<file path="config.mk">
export PLATFORM = sky130hd
export DESIGN_NAME = irq_ovfl_ctrl
export DESIGN_NICKNAME = d
export VERILOG_FILES = /design/src/rtl/irq_pkg.sv /design/src/rtl/irq_sync.sv /design/src/rtl/irq_src_cell.sv /design/src/rtl/irq_pin_drive.sv /design/src/rtl/irq_ovfl_ctrl.sv
export SDC_FILE = /design/constraint.sdc
export NUM_CORES = 1
export LEC_CHECK = 0
export BUFFER_PORTS_ARGS = -buffer_cell sky130_fd_sc_hd__buf_2
export CORE_MARGIN = 3
export CORE_UTILIZATION = 30
export DETAILED_ROUTE_END_ITERATION = 10
export PLACE_DENSITY = 0.69
export SLEW_MARGIN = 40
export SYNTH_ARGS = -nofsm -noshare
export SYNTH_HDL_FRONTEND = slang
export SYNTH_HIERARCHICAL = 1
export SYNTH_SLANG_ARGS = --single-unit
</file>
<file path="constraint.sdc">
create_clock -name clk -period 1.1 [get_ports clk]
set_input_delay 0.22 -clock clk [delete_from_list [all_inputs] [get_ports clk]]
set_output_delay 0.22 -clock clk [all_outputs]
set_load 0.1 [all_outputs]
</file>
<file path="src/rtl/irq_pkg.sv">
package irq_pkg;

  localparam int STATUS_W = 8;
  localparam int NUM_SRC  = 3;

  // Source indices within the per-source vectors
  localparam int SRC_UDF = 0;
  localparam int SRC_OVF = 1;
  localparam int SRC_CLK = 2;

  // Status byte bit position of each source (decoded by software)
  localparam int SRC_POS [NUM_SRC] = '{0, 1, 3};

  typedef enum logic [1:0] {
    TRIG_RISE   = 2'b00,
    TRIG_FALL   = 2'b01,
    TRIG_LEVEL  = 2'b10,
    TRIG_LEVEL2 = 2'b11
  } trig_mode_e;

endpackage

</file>
<file path="src/rtl/irq_sync.sv">
module irq_sync #(
  parameter int W      = 1,
  parameter int STAGES = 2
) (
  input  logic         clk,
  input  logic         rst_n,
  input  logic [W-1:0] d,
  output logic [W-1:0] q
);

  logic [W-1:0] stg [STAGES];

  always_ff @(posedge clk or negedge rst_n) begin
    if (!rst_n) begin
      for (int s = 0; s < STAGES; s++) stg[s] <= '0;
    end else begin
      stg[0] <= d;
      for (int s = 1; s < STAGES; s++) stg[s] <= stg[s-1];
    end
  end

  assign q = stg[STAGES-1];

endmodule

</file>
<file path="src/rtl/irq_src_cell.sv">
module irq_src_cell
  import irq_pkg::*;
(
  input  logic       clk,
  input  logic       rst_n,
  input  logic       cond,
  input  trig_mode_e mode,
  input  logic       rd_clr,
  output logic       flag
);

  logic prev;
  logic edge_hit;
  logic level_mode;

  always_comb begin
    edge_hit   = 1'b0;
    level_mode = 1'b0;
    unique case (mode)
      TRIG_RISE: edge_hit = cond & ~prev;
      TRIG_FALL: edge_hit = ~cond & prev;
      default:   level_mode = 1'b1;
    endcase
  end

  always_ff @(posedge clk or negedge rst_n) begin
    if (!rst_n) begin
      prev <= 1'b0;
      flag <= 1'b0;
    end else begin
      prev <= cond;
      if (level_mode)   flag <= cond;
      else if (edge_hit) flag <= 1'b1;   // new event beats a read
      else if (rd_clr)   flag <= 1'b0;
    end
  end

endmodule

</file>
<file path="src/rtl/irq_pin_drive.sv">
module irq_pin_drive (
  input  logic pending,
  input  logic active_high,
  output logic pin_data,
  output logic pin_oe
);

  always_comb begin
    if (active_high) begin
      pin_data = pending;
      pin_oe   = 1'b1;
    end else begin
      pin_data = 1'b0;     // open-drain: only ever pulls low
      pin_oe   = pending;
    end
  end

endmodule

</file>
<file path="src/rtl/irq_ovfl_ctrl.sv">
module irq_ovfl_ctrl
  import irq_pkg::*;
#(
  parameter int SYNC_STAGES = 2
) (
  input  logic                clk,
  input  logic                rst_n,
  input  logic                raw_clk_err,
  input  logic                raw_ovf,
  input  logic                raw_udf,
  input  logic [NUM_SRC-1:0]  src_en,
  input  logic [NUM_SRC-1:0]  mode_msb,
  input  logic [NUM_SRC-1:0]  mode_lsb,
  input  logic                active_high,
  input  logic                status_rd,
  output logic [STATUS_W-1:0] status_reg,
  output logic                irq_out,
  output logic                irq_oe,
  output logic                ovf_pull_low
);

  logic [NUM_SRC-1:0] raw_vec;
  logic [NUM_SRC-1:0] sync_vec;
  logic [NUM_SRC-1:0] src_flag;
  logic               pending;

  always_comb begin
    raw_vec          = '0;
    raw_vec[SRC_UDF] = raw_udf;
    raw_vec[SRC_OVF] = raw_ovf;
    raw_vec[SRC_CLK] = raw_clk_err;
  end

  irq_sync #(.W(NUM_SRC), .STAGES(SYNC_STAGES)) u_sync (
    .clk   (clk),
    .rst_n (rst_n),
    .d     (raw_vec),
    .q     (sync_vec)
  );

  for (genvar i = 0; i < NUM_SRC; i++) begin : g_src
    trig_mode_e mode_i;
    assign mode_i = trig_mode_e'({mode_msb[i], mode_lsb[i]});

    irq_src_cell u_cell (
      .clk    (clk),
      .rst_n  (rst_n),
      .cond   (sync_vec[i]),
      .mode   (mode_i),
      .rd_clr (status_rd),
      .flag   (src_flag[i])
    );
  end

  always_comb begin
    status_reg = '0;
    for (int i = 0; i < NUM_SRC; i++) status_reg[SRC_POS[i]] = src_flag[i];
  end

  assign pending = |(src_flag & src_en);

  irq_pin_drive u_drv (
    .pending     (pending),
    .active_high (active_high),
    .pin_data    (irq_out),
    .pin_oe      (irq_oe)
  );

  assign ovf_pull_low = sync_vec[SRC_OVF] | sync_vec[SRC_UDF];

endmodule

</file>
; ---- Word level (Yosys, flattened, before mapping)
; Cells that the tools add are included.
[word_totals]
ram_bits = 0
register_bits = 12
rom_bits = 0
latch_bits = 0
mem_count = 0
[op_classes]
n_eq_ne = 6
div_mod_pow = 0
n_lt_le_gt_ge = 0
shift = 0
n_mul = 0
n_addsub = 0
reduce_logical = 7
n_bitwise = 14
n_mux = 12
[ops]
columns = operator, count
row1 = $mux 1, 9
row2 = $ne 3x1->1 const B, 3
row3 = $and 1x1->1, 6
row4 = $eq 2x1->1 const B, 3
row5 = $logic_not 2->1, 3
row6 = $not 1->1, 6
row7 = $pmux 1 s2, 3
row8 = $reduce_or 2->1, 3
row9 = $and 3x3->3, 1
row10 = $reduce_or 3->1, 1
row11 = $or 1x1->1, 1

; ---- Longest topological paths before layout
; Gate-level depths: netlist (run 1).
[depth]
ltp_word = 5
mapped_depth = 3

; ---- Cells and area by module
; Netlist (run 1), hierarchy kept.
[modules_own_cells]
columns = module, area_per_inst_um2, cells_each, seq_area_each_um2, instances
row1 = irq_src_cell, 86.3, 6, 50.0, 3
row2 = irq_sync, 172.7, 9, 150.1, 1
row3 = irq_ovfl_ctrl, 61.3, 9, 0.0, 1
row4 = irq_pin_drive, 13.8, 2, 0.0, 1

; ---- Worst setup path after synthesis (run 1)
; No wires, ideal clock.
[synth_path]
path_type = register -> output
from = reg g_src[0].u_cell.flag
to = out irq_oe
stages_incl_launch_ff = 4
t_arrival_ps = 1951
path_slack_ps = -1071
n_path_buf = 0
t_required_ps = 880
path_cell_list = dfrtp_1 > a222oi_1 > inv_1 > or2_1
[synth_via]
elab_chain_len = 3
[synth_rtl]
columns = element, line_no
row1 = "start, declared", irq_src_cell.sv:9  ; output logic flag
row2 = "start signal, assigned", irq_src_cell.sv:32  ; if (level_mode) flag <= cond;
row3 = $and 3x3->3, irq_ovfl_ctrl.sv:60  ; assign pending = |(src_flag & src_en);
row4 = $reduce_or 3->1, irq_ovfl_ctrl.sv:60
row5 = via pending, irq_ovfl_ctrl.sv:25  ; logic pending;
row6 = $mux 1, irq_pin_drive.sv:9  ; if (active_high) begin
row7 = "end, declared", irq_ovfl_ctrl.sv:18  ; output logic irq_oe,
; The timed path passes the listed nets, and every way through them passes these cells.

; ---- Worst setup path after layout (run 1)
; Ends and elaborated chain as after synthesis.

==> run summary, run 1 <==
At the worst endpoint, the required time is 0.88 ns. For the number of detailed-routing iterations run before antenna repair, the log shows 2. The clock buffer count from CTS was 3. In the routed layout, each cell is associated on average with a via count of 4.65. The initial utilization of the core area, before any placement, comes to 32.9%. The final setup violation count is 8. After synthesis the cells add up to 507 um2.

The logs give 85 for the number of nets in the final layout and 0 for the antenna violation net count after detailed routing. Across the VDD grid, the largest voltage drop is 0.000945 V. The tools report the share of the core filled with cells in the final layout as 53.7%. For this run, design rule violations remaining after detail routing come to 0. The ratio of cells with drive above 1 in the final layout was 61.8%; the switching power was 0.000426 W.

After synthesis the netlist holds a flip-flop and latch count of 12. The number of instances in the synthesized netlist was 38; the die extent in x was 47.1 um. The final route contains 391 vias.

The core region is 1540 um2. For the overall fraction of global-route tracks in use, the log shows 10.7%. Aggregate routed wire length: 952 um.

The final critical delay including setup and external delays was 1.78 ns. Setup repair after global routing could not meet its margin everywhere. Clock latency on the worst-skew pair, taken at its later pin, is 0.26 ns. By area the synthesized netlist is led by sky130_fd_sc_hd__dfrtp_1 (59%), sky130_fd_sc_hd__buf_4 (12%), sky130_fd_sc_hd__and4bb_1 (7.4%).

The first global-routing pass estimated 1570 um of wire. The run gives 1.56 ns as the worst path arrival time. The floorplan has 14 rows. The final RePlAce weighted congestion was 0.647; the combinational power share was 35.8%. STA classifies the critical path startpoint as a flip-flop.

Summed over all failing endpoints, the final setup total negative slack is -2.37 ns. The tools report the sequential share of power as 38.5%. Worst hold path class: primary input to flip-flop. The commonest non-fill, non-tap cell in the layout was sky130_fd_sc_hd__buf_2. The run finished, with violations left.

The via count of the first global-routing pass is 379, and the highest net fanout along the worst path is 2. Summed over all layers, the global routing overflow is 0. The number of failing hold endpoints at the final stage is 0, and the proportion of synthesized chip area in sequential cells is 59.3%. By startpoint and endpoint, the worst setup path is classified as flip-flop to output pin.

Measured along the y axis, the die boundary spans 47.1 um. The share of the cycle needed by the critical path after routing was 161%; the count of pins over their slew limit was 0. Port buffering added 21 buffers. The largest total area in the synthesized netlist belongs to sky130_fd_sc_hd__dfrtp_1.

STA classifies the critical path endpoint as an output pin. TritonCTS built the clock tree. The tree is rooted in a sky130_fd_sc_hd__clkbuf_4. The number of different library cells used by synthesis comes to 12. Across the run, the number of max-cap violations was 0.

The fraction of power consumed by the clock network came out at 25.8%. The logs give -0.675 ns for the slack of the critical path and 0 for the total inserted antenna cells. The run gives 27 as the number of ports placed on the die boundary.

Power density relative to cell area: 1540 nW/um2. The longest clock path from root to sink contains 2 buffers. Dividing the detail-routed wire length by the instance count gives 11.3 um. The maximum number of pins on one net before global-route repair was 13; the area added between synthesis and finish was 63.2%. Internal power comes to 0.000846 W. For the CTS H-tree depth, the log shows 1. CTS saw 12 sinks.

The share of Yosys cell area claimed by the top area cell type is 59.3%, and the mean area per synthesized cell is 13.3 um2. In this run, the number of DRC markers left after iteration 0 of detailed routing was 5. Based on the critical path, the design can be clocked at up to 563 MHz. Across the routed clock network, the largest skew measured is 0.00103 ns.

Clock-pin slew was measured on the worst setup and hold paths at 0.07 ns. Of the total power, the share spent switching nets is 33.5%. In the layout the commonest cells are sky130_fd_sc_hd__buf_2 (15), sky130_fd_sc_hd__dfrtp_1 (9), sky130_fd_sc_hd__buf_12 (6), sky130_fd_sc_hd__conb_1 (5), sky130_fd_sc_hd__buf_4 (5). For this design the static power due to leakage is 0.415 nW. The number of warning messages in the yosys log came out at 6. The checks that failed: setup timing. The number of antenna violations at the first check in global routing is 0. The die area was 2220 um2.
per-layer routing:
metal / global-route usage (%) / wire length, um
met4: 6.63 / 12
met1: 8.41 / 280
met5: 0 / 0
met3: 4.21 / 118
met2: 21.1 / 541
synthesized netlist by cell type (all sizes together):
library cell   n
buf            8
a222oi         1
dfrtp         12
conb           1
o21bai         3
and4bb         3
or2            2
and2           1
a211o          3
nor3b          3
inv            1
area by class of cell:
| cell class | instances | area (um2) |
|---|---|---|
| clock buffers | 4 | 36.3 |
| flip-flops and latches | 12 | 312 |
| repair buffers | 30 | 277 |
| fillers | 143 | 714 |
| inverters | 1 | 3.75 |
| multi-input cells | 21 | 179 |
| well taps | 16 | 20.0 |
worst paths after layout:
check | startpoint | endpoint | slack, ns | cells after the start
min in group asynchronous | rst_n | u_sync/stg[3]$_DFF_PN0_ | 0.35 | 2
max in group asynchronous | rst_n | g_src[0].u_cell/flag$_DFFE_PN0P_ | 0.51 | 2
worst min register to register | u_sync/stg[4]$_DFF_PN0_ | u_sync/q[1]$_DFF_PN0_ | 0.35 | 0
worst min-delay path | raw_ovf | u_sync/stg[4]$_DFF_PN0_ | 0.06 | 1
worst max register to register | g_src[0].u_cell/flag$_DFFE_PN0P_ | g_src[0].u_cell/flag$_DFFE_PN0P_ | -0.21 | 5
worst max-delay path | g_src[0].u_cell/flag$_DFFE_PN0P_ | irq_oe | -0.68 | 4
timing repair:
item                       in CTS  in global routing
setup buffers                   1                  2
hold buffers                    1                  0
gates resized for setup        15                  0
hold endpoints to repair       12                  0
setup endpoints to repair       7                  8
pin swaps                       2                  1
sequential cells by signal (all words and copies together), names as in the netlist:
signal             count
u_sync/q               3
u_sync/stg             3
g_src.u_cell/prev      3
g_src.u_cell/flag      3
critical path: stages, from the launching register on:
cell and delay [ns]:
sky130_fd_sc_hd__dfrtp_4 0.48, sky130_fd_sc_hd__a222oi_1 0.31, sky130_fd_sc_hd__inv_1 0.10, sky130_fd_sc_hd__or2_4 0.25, sky130_fd_sc_hd__buf_12 0.16
cells by family after synthesis:
kind of cell	synth area share (%)
AO/OA/AOI/OAI	11.6
other	0.740
flip-flops	59.3
buffers and inverters	12.6
AND/OR/NAND/NOR	15.8
power by group through the flow:
stage / clock network [W] / registers [W] / logic, W
6_report: 0.000328 / 0.000489 / 0.000455
4_1_cts: 0.000345 / 0.000489 / 0.000446
2_1_floorplan: 0 / 0.000576 / 0.000211
5_1_grt: 0.000367 / 0.000493 / 0.000475
3_5_place_dp: 0 / 0.000497 / 0.000398
3_3_place_gp: 0 / 0.000495 / 0.000394
metrics by stage:
stage	total power (W)	std cells	setup slack [ns]	hold WS, ns	area [um2]
floorplan	0.000787	42	-0.520	-0.0756	554
global placement	0.000889	76	-0.490	0.106	702
detailed placement	0.000895	76	-0.527	0.112	702
CTS	0.00128	82	-0.713	0.0518	812
global route	0.00134	84	-0.796	0.0483	827
finish	0.00127	84	-0.675	0.0619	827
No activity file was read; power rests on OpenSTA's default activity.
==> run 2, diff against run 1 <==
--- a/config.mk
+++ b/config.mk
@@ -5,7 +5,7 @@
 export SDC_FILE = /design/constraint.sdc
 export NUM_CORES = 1
 export LEC_CHECK = 0
-export BUFFER_PORTS_ARGS = -buffer_cell sky130_fd_sc_hd__buf_2
+export BUFFER_PORTS_ARGS = -buffer_cell sky130_fd_sc_hd__buf_4
 export CORE_MARGIN = 3
 export CORE_UTILIZATION = 30
 export DETAILED_ROUTE_END_ITERATION = 10
==> run summary, run 2 (synthesis results as in run 1) <==
For the total chip power, the log shows 0.00129 W (+1.4%). The final cell area excluding filler cells was 857 um2 (+3.6%). In the layout the commonest cells are sky130_fd_sc_hd__buf_4 (19), sky130_fd_sc_hd__dfrtp_1 (9), sky130_fd_sc_hd__buf_12 (6), sky130_fd_sc_hd__conb_1 (5). The overall fraction of global-route tracks in use was 9.38% (-1.4 points). Internal reg-to-reg setup slack: -0.09 ns (+0.12 ns).

The clock skew was 0.00434 ns (+0.00331 ns). The combinational power share was 35.7% (about the same); the area added between synthesis and finish was 69.1%. The wire length per cell after detailed routing came out at 10.9 um (-4.1%). The flow ran to the end, but the final reports show violations. The die extent in x is 47.1 um (unchanged), and the average via count per standard cell is 4.59 (-1.4%). The CTS H-tree depth came out at 1 (unchanged). The highest ir drop seen on vdd is 0.000679 V (-28%), and the upper clock frequency limit is 558 MHz (-0.93%). The core outline area came out at 1540 um2 (unchanged).

The share of the cycle needed by the critical path after routing works out to 163% (+1.5 points). The tools report the remaining routing DRC violations as 0 (unchanged). The aggregate routed wire length is 902 um (-5.3%). The number of ports placed on the die boundary is 27 (unchanged).

The master of the slowest instance on the critical path was sky130_fd_sc_hd__dfrtp_4. For the max-cap check violation count, the log shows 0 (unchanged). The logs give 12 (unchanged) for the sink count of the clock tree and 0 (unchanged) for the number of failing hold endpoints at the final stage. The run gives 1420 um (-9.7%) as the first-pass GRT wire length.

The tools report the via count of the first global-routing pass as 385 (+1.6%). Endpoint class of the critical path: an output pin. The leakage power is 0.423 nW (+1.9%). For the sequential share of power, the log shows 37.9% (-0.6 points). The logs give 4 (-1) for the number of violations reported at the end of detailed-routing iteration 0 and 719 um for the detailed-placement wirelength estimate.

Walking the worst path, the cells encountered are a222oi_1 -> inv_1 -> or2_4 -> buf_12. The tools report the antenna violation net count after detailed routing as 0 (unchanged). The number of buffers added on ports works out to 21 (unchanged). Delay contributed by the slowest stage of the critical path: 0.48 ns (about the same). Final setup violation count: 7 (-1). Setup repair after global routing could not meet its margin everywhere.

The logs give 84 (-1.2%) for the number of nets in the final layout and 381 (-2.6%) for the overall via count from detail_route. The clock latency reported for the late side of the worst-skew pair is 0.27 ns (about the same). The critical path startpoint category was a flip-flop. The tools report the switching power as 0.000435 W (+2.2%).

The tools report the number of buffers on the longest clock path as 2 (unchanged). The library cell used most frequently in the layout, excluding fill and tap cells, is sky130_fd_sc_hd__buf_4. The number of antenna violations at the first check in global routing is 0 (unchanged), and the aggregate global routing overflow is 0 (unchanged).

The initial core utilization was 32.9% (unchanged). The final-layout fill cell count was 137 (-4.2%). Die area: 2220 um2 (unchanged). The count of pins over their slew limit is 0 (unchanged), and the setup total negative slack is -2.12 ns (+0.241 ns).

The checks that failed: setup timing. Clock buffer count from CTS: 3 (unchanged). For the post-placement cell area, the log shows 702 um2 (unchanged).

For the total inserted antenna cells, the log shows 0 (unchanged). The run gives 0.88 ns (about the same) as the critical path required time. The tightest min-delay check is of the primary input to flip-flop type. The net switching share of the total power is 33.7% (+0.25 points). The number of detailed-routing iterations run before antenna repair is 4 (+2), and the clock-pin slew of the registers on the worst-case setup and hold paths is 0.07 ns (about the same). CTS placed an instance of sky130_fd_sc_hd__clkbuf_4 at the clock tree root. The slack of the critical path is -0.692 ns (-0.0167 ns), and the cell internal power dissipation is 0.000855 W (+1.1%). The fraction of power consumed by the clock network was 26.4% (+0.6 points); the worst path arrival time was 1.57 ns (about the same). The power density relative to cell area is 1510 nW/um2 (-2.1%).

The critical path is of the flip-flop to output pin type. The floorplan row count came out at 14 (unchanged). Final critical delay including setup and external delays: 1.79 ns (+0.0167 ns).

The highest net fanout along the worst path was 2 (unchanged); the final RePlAce weighted congestion was 0.651 (+0.66%). The maximum number of pins on one net before global-route repair was 13 (unchanged); the vertical die dimension was 47.1 um (unchanged). The ratio of cells with drive above 1 in the final layout is 61.2% (-0.57 points).

TritonCTS built the clock tree.
## run 2: cell types whose count changed in the layout (fill, tap and decap cells not counted), sizes merged
cell	before	now
buf	29	28
## run 2: what timing repair did
| item | CTS | global route |
|---|---|---|
| buffers inserted | 3 | 0 |
| endpoints found under the hold margin | 12 | 0 |
| resized for setup | 21 | 0 |
| hold buffers | 1 | 0 |
| pin swaps | 2 | 2 |
| endpoints found under the setup margin | 6 | 9 |
## run 2: final timing paths
kind | from | to | cells after the start
worst max-delay path | g_src[2].u_cell/flag$_DFFE_PN0P_ | irq_oe | 4
worst min-delay path | raw_clk_err | u_sync/stg[5]$_DFF_PN0_ | 1
worst max register to register | g_src[0].u_cell/flag$_DFFE_PN0P_ | g_src[0].u_cell/flag$_DFFE_PN0P_ | 4
worst min register to register | u_sync/stg[4]$_DFF_PN0_ | u_sync/q[1]$_DFF_PN0_ | 0
max in group asynchronous | rst_n | g_src[1].u_cell/flag$_DFFE_PN0P_ | 2
min in group asynchronous | rst_n | u_sync/stg[5]$_DFF_PN0_ | 2
## run 2: power by group through the flow
stage	clock, W	combinational, W	sequential (W)
floorplan	0	0.000211	0.000576
global placement	0	0.000377	0.000496
detailed placement	0	0.000379	0.000498
CTS	0.000362	0.000463	0.000489
global route	0.000373	0.000482	0.000493
finish	0.000340	0.000461	0.000489
## run 2: area by class of cell
class                           instances  area (um2)  share of cell area, %
Multi-Input combinational cell         21         179                   20.9
Timing Repair Buffer                   29         307                   35.8
Inverter                                1        3.75                  0.438
Tap cell                               16        20.0                   2.34
Sequential cell                        12         312                   36.4
Clock buffer                            4        36.3                   4.23
## run 2: per-layer routing
layer	GRT usage (%)	wire [um]
met5	0	0
met4	4.97	0
met2	18.2	490
met3	4.21	115
met1	7.66	296
## run 2: critical path, delay by kind of cell (launching register included)
family | cells | cell delay (ns)
flops | 1 | 0.48
compound gates | 1 | 0.31
buf+inv | 2 | 0.26
simple gates | 1 | 0.25
## run 2: per-stage QoR
| step | hold WS [ns] | utilization, % | worst slack [ns] | std cells |
|---|---|---|---|---|
| after floorplan | -0.0756 | - | -0.520 | 42 |
| after global placement | 0.0641 | 45.5 | -0.436 | 75 |
| after detailed placement | 0.0657 | 45.5 | -0.453 | 75 |
| after CTS | 0.0404 | 55.6 | -0.715 | 83 |
| after global routing | 0.0406 | 55.6 | -0.829 | 83 |
| final | 0.0545 | 55.6 | -0.692 | 83 |
==> run 3, diff against run 2 <==
--- a/config.mk
+++ b/config.mk
@@ -9,7 +9,8 @@
 export CORE_MARGIN = 3
 export CORE_UTILIZATION = 30
 export DETAILED_ROUTE_END_ITERATION = 10
-export PLACE_DENSITY = 0.69
+export GPL_TIMING_DRIVEN = 0
+export PLACE_DENSITY = 0.67
 export SLEW_MARGIN = 40
 export SYNTH_ARGS = -nofsm -noshare
 export SYNTH_HDL_FRONTEND = slang
==> constraint.sdc (replaced) <==
create_clock -name clk -period 1.79 [get_ports clk]
set_input_delay 0.358 -clock clk [delete_from_list [all_inputs] [get_ports clk]]
set_output_delay 0.358 -clock clk [all_outputs]
set_load 0.1 [all_outputs]
==> run summary, run 3 (synthesis results as in run 1) <==
The ratio of cells with drive above 1 in the final layout was 57.1% (-4.1 points); the number of antenna violations at the first check in global routing was 0 (unchanged). The logs give 343 (-11%) for the via count of the first global-routing pass and 8.90% (-0.47 points) for the overall fraction of global-route tracks in use. The max-cap check violation count is 0 (unchanged). The overall via count from detail_route is 392 (+2.9%). Static timing analysis puts the maximum clock frequency at 549 MHz. Endpoint class of the critical path: an output pin.

TritonCTS built the clock tree. The checks that failed: setup timing. Count of cells along the worst hold path: 1 (unchanged). The sink count of the clock tree came out at 12 (unchanged). Number of nets in the final layout: 87 (+3.6%). The highest net fanout along the worst path came out at 2 (unchanged).

The run gives 0.000256 W (-41%) as the switching power. The run gives 0 (unchanged) as the number of failing hold endpoints at the final stage. For the number of detailed-routing iterations run before antenna repair, the log shows 4 (unchanged). The number of ports placed on the die boundary was 27 (unchanged); the average via count per standard cell was 4.56 (-0.70%).

The master of the slowest instance on the critical path is sky130_fd_sc_hd__dfrtp_2. The clock-pin slew of the registers on the worst-case setup and hold paths was 0.07 ns (about the same); the aggregate global routing overflow was 0 (unchanged). The root cell of the clock tree was sky130_fd_sc_hd__clkbuf_4. The detailed-placement wirelength estimate was 767 um (+6.6%). The final RePlAce weighted congestion is 0.609 (-6.5%). The net switching share of the total power is 35.8% (+2.0 points). The tools report the initial core utilization as 32.9% (unchanged).

For the critical path required time, the log shows 1.43 ns (+0.55 ns). Leaving out fill and tap cells, the most frequent cell in the layout is sky130_fd_sc_hd__buf_4. The cell internal power dissipation came out at 0.000459 W (-46%). The worst setup path is launched from a flip-flop. The share of the cycle needed by the critical path after routing came out at 102%.

The area taken by multi-input logic gates was 160 um2 (-10%); the die extent in x was 47.1 um (unchanged). The die area is 2220 um2 (unchanged), and the count of pins over their slew limit is 0 (unchanged). The logs give 0.26 ns (about the same) for the clock latency reported for the late side of the worst-skew pair and 0.000452 V (-33%) for the highest ir drop seen on vdd. The path class of the tightest hold or removal check is primary input to flip-flop. The run gives 7 (+3) as the number of violations reported at the end of detailed-routing iteration 0. The count of cells along the worst register-to-register path was 3 (-1); the number of buffers added on ports was 21 (unchanged). The post-placement cell count was 79 (+5.3%); the worst path arrival time was 1.46 ns (-0.11 ns). The area added between synthesis and finish is 54.3%. The delay contributed by the slowest stage of the critical path came out at 0.40 ns (-0.08 ns). Leaving out fill and tap cells, the most frequent cells in the layout are sky130_fd_sc_hd__buf_4 (29), sky130_fd_sc_hd__dfrtp_1 (9), sky130_fd_sc_hd__conb_1 (5). The floorplan row count is 14 (unchanged), and the number of buffers on the longest clock path is 2 (unchanged). The tools report the remaining routing DRC violations as 0 (unchanged). The wire length per cell after detailed routing was 10.8 um (-0.81%); the leakage power was 0.406 nW (-4.2%). The logs give 927 um (+2.8%) for the aggregate routed wire length and 35.3% (-0.4 points) for the combinational power share.

The logs give 304 um2 (-2.4%) for the sequential cell area and 1 (unchanged) for the CTS H-tree depth. For the clock buffer count from CTS, the log shows 3 (unchanged). The tools report the non-filler instance count after layout as 86 (+3.6%). The critical path is of the flip-flop to output pin type. The run gives 41.4% (+3.5 points) as the sequential share of power. Vertical die dimension: 47.1 um (unchanged). The antenna violation net count after detailed routing is 0 (unchanged). The smallest clock period supported by the final layout is computed as 1.82 ns. The final-layout fill cell count is 149 (+8.8%), and the total inserted antenna cells is 0 (unchanged). The first-pass GRT wire length is 1330 um (-6.3%).

The final setup violation count was 2 (-5). The power density relative to cell area came out at 914 nW/um2 (-39%). The run finished, with violations left. The core outline area came out at 1540 um2 (unchanged). The logs give 13 (unchanged) for the maximum number of pins on one net before global-route repair and 0.00751 ns (+0.00318 ns) for the clock skew. The signal on the critical path passes through a222oi_1 -> inv_1 -> or2_4 -> buf_12. The run gives 23.3% (-3.1 points) as the fraction of power consumed by the clock network. The slack of the critical path is -0.0305 ns (+0.662 ns). The total chip power came out at 0.000715 W (-45%).

Setup repair after global routing could not meet its margin everywhere. The worst hold slack was 0.195 ns (+0.140 ns).
[run 3: power groups by stage]
stage                     registers (W)  logic, W  clock network (W)
final                          0.000296  0.000252           0.000167
after global routing           0.000298  0.000262           0.000193
after CTS                      0.000296  0.000253           0.000178
after detailed placement       0.000303  0.000231                  0
after global placement         0.000302  0.000228                  0
after floorplan                0.000350  0.000126                  0
[run 3: layer usage]
layer	global-route usage [%]	share of wire, %
met1	9.57	35
met2	14.6	50
met3	3.83	16
met4	4.97	0
met5	0	0
[run 3: final timing paths]
path | start | to | slack (ns)
setup / recovery | g_src[0].u_cell/flag$_DFFE_PN0P_ | irq_oe | -0.03
hold / removal | raw_clk_err | u_sync/stg[5]$_DFF_PN0_ | 0.19
setup reg to reg | g_src[2].u_cell/flag$_DFFE_PN0P_ | g_src[2].u_cell/flag$_DFFE_PN0P_ | 0.74
hold reg to reg | u_sync/stg[5]$_DFF_PN0_ | u_sync/q[2]$_DFF_PN0_ | 0.35
max in group asynchronous | rst_n | g_src[0].u_cell/flag$_DFFE_PN0P_ | 1.17
min in group asynchronous | rst_n | u_sync/q[1]$_DFF_PN0_ | 0.45
[run 3: final cells by class]
type                    count  share of cell area, %
plain buffers               8                   7.68
clock buffers               4                   3.36
inverters                   1                  0.480
multi-input cells          21                   20.5
flip-flops and latches     12                   38.9
well taps                  16                   2.56
repair buffers             24                   26.6
[run 3: worst max-delay path: cells and delay by family, from the launching register on]
kind,cells,cell delay [ns]
AO/OA/AOI/OAI,1,0.30
buffers and inverters,2,0.26
AND/OR/NAND/NOR,1,0.24
flip-flops,1,0.40
[run 3: repair_timing]
| item | 4_1_cts | 5_1_grt |
|---|---|---|
| endpoints found under the hold margin | 12 | 0 |
| gates resized for setup | 6 | 0 |
| hold buffers | 1 | 0 |
| pin swaps | 1 | 1 |
| setup buffers | 2 | 0 |
| endpoints found under the setup margin | 2 | 2 |
| cloned | 0 | 0 |
[run 3: per-stage QoR]
step | TNS (ns) | utilization, % | setup slack [ns] | cell area, um2
floorplan | 0 | - | 0.00605 | 528
CTS | -0.0565 | 50.7 | -0.0423 | 782
global placement | 0 | 45.8 | 0.138 | 706
detailed placement | 0 | 45.8 | 0.124 | 706
finish | -0.0345 | 50.7 | -0.0305 | 782
global route | -0.186 | 50.7 | -0.104 | 782
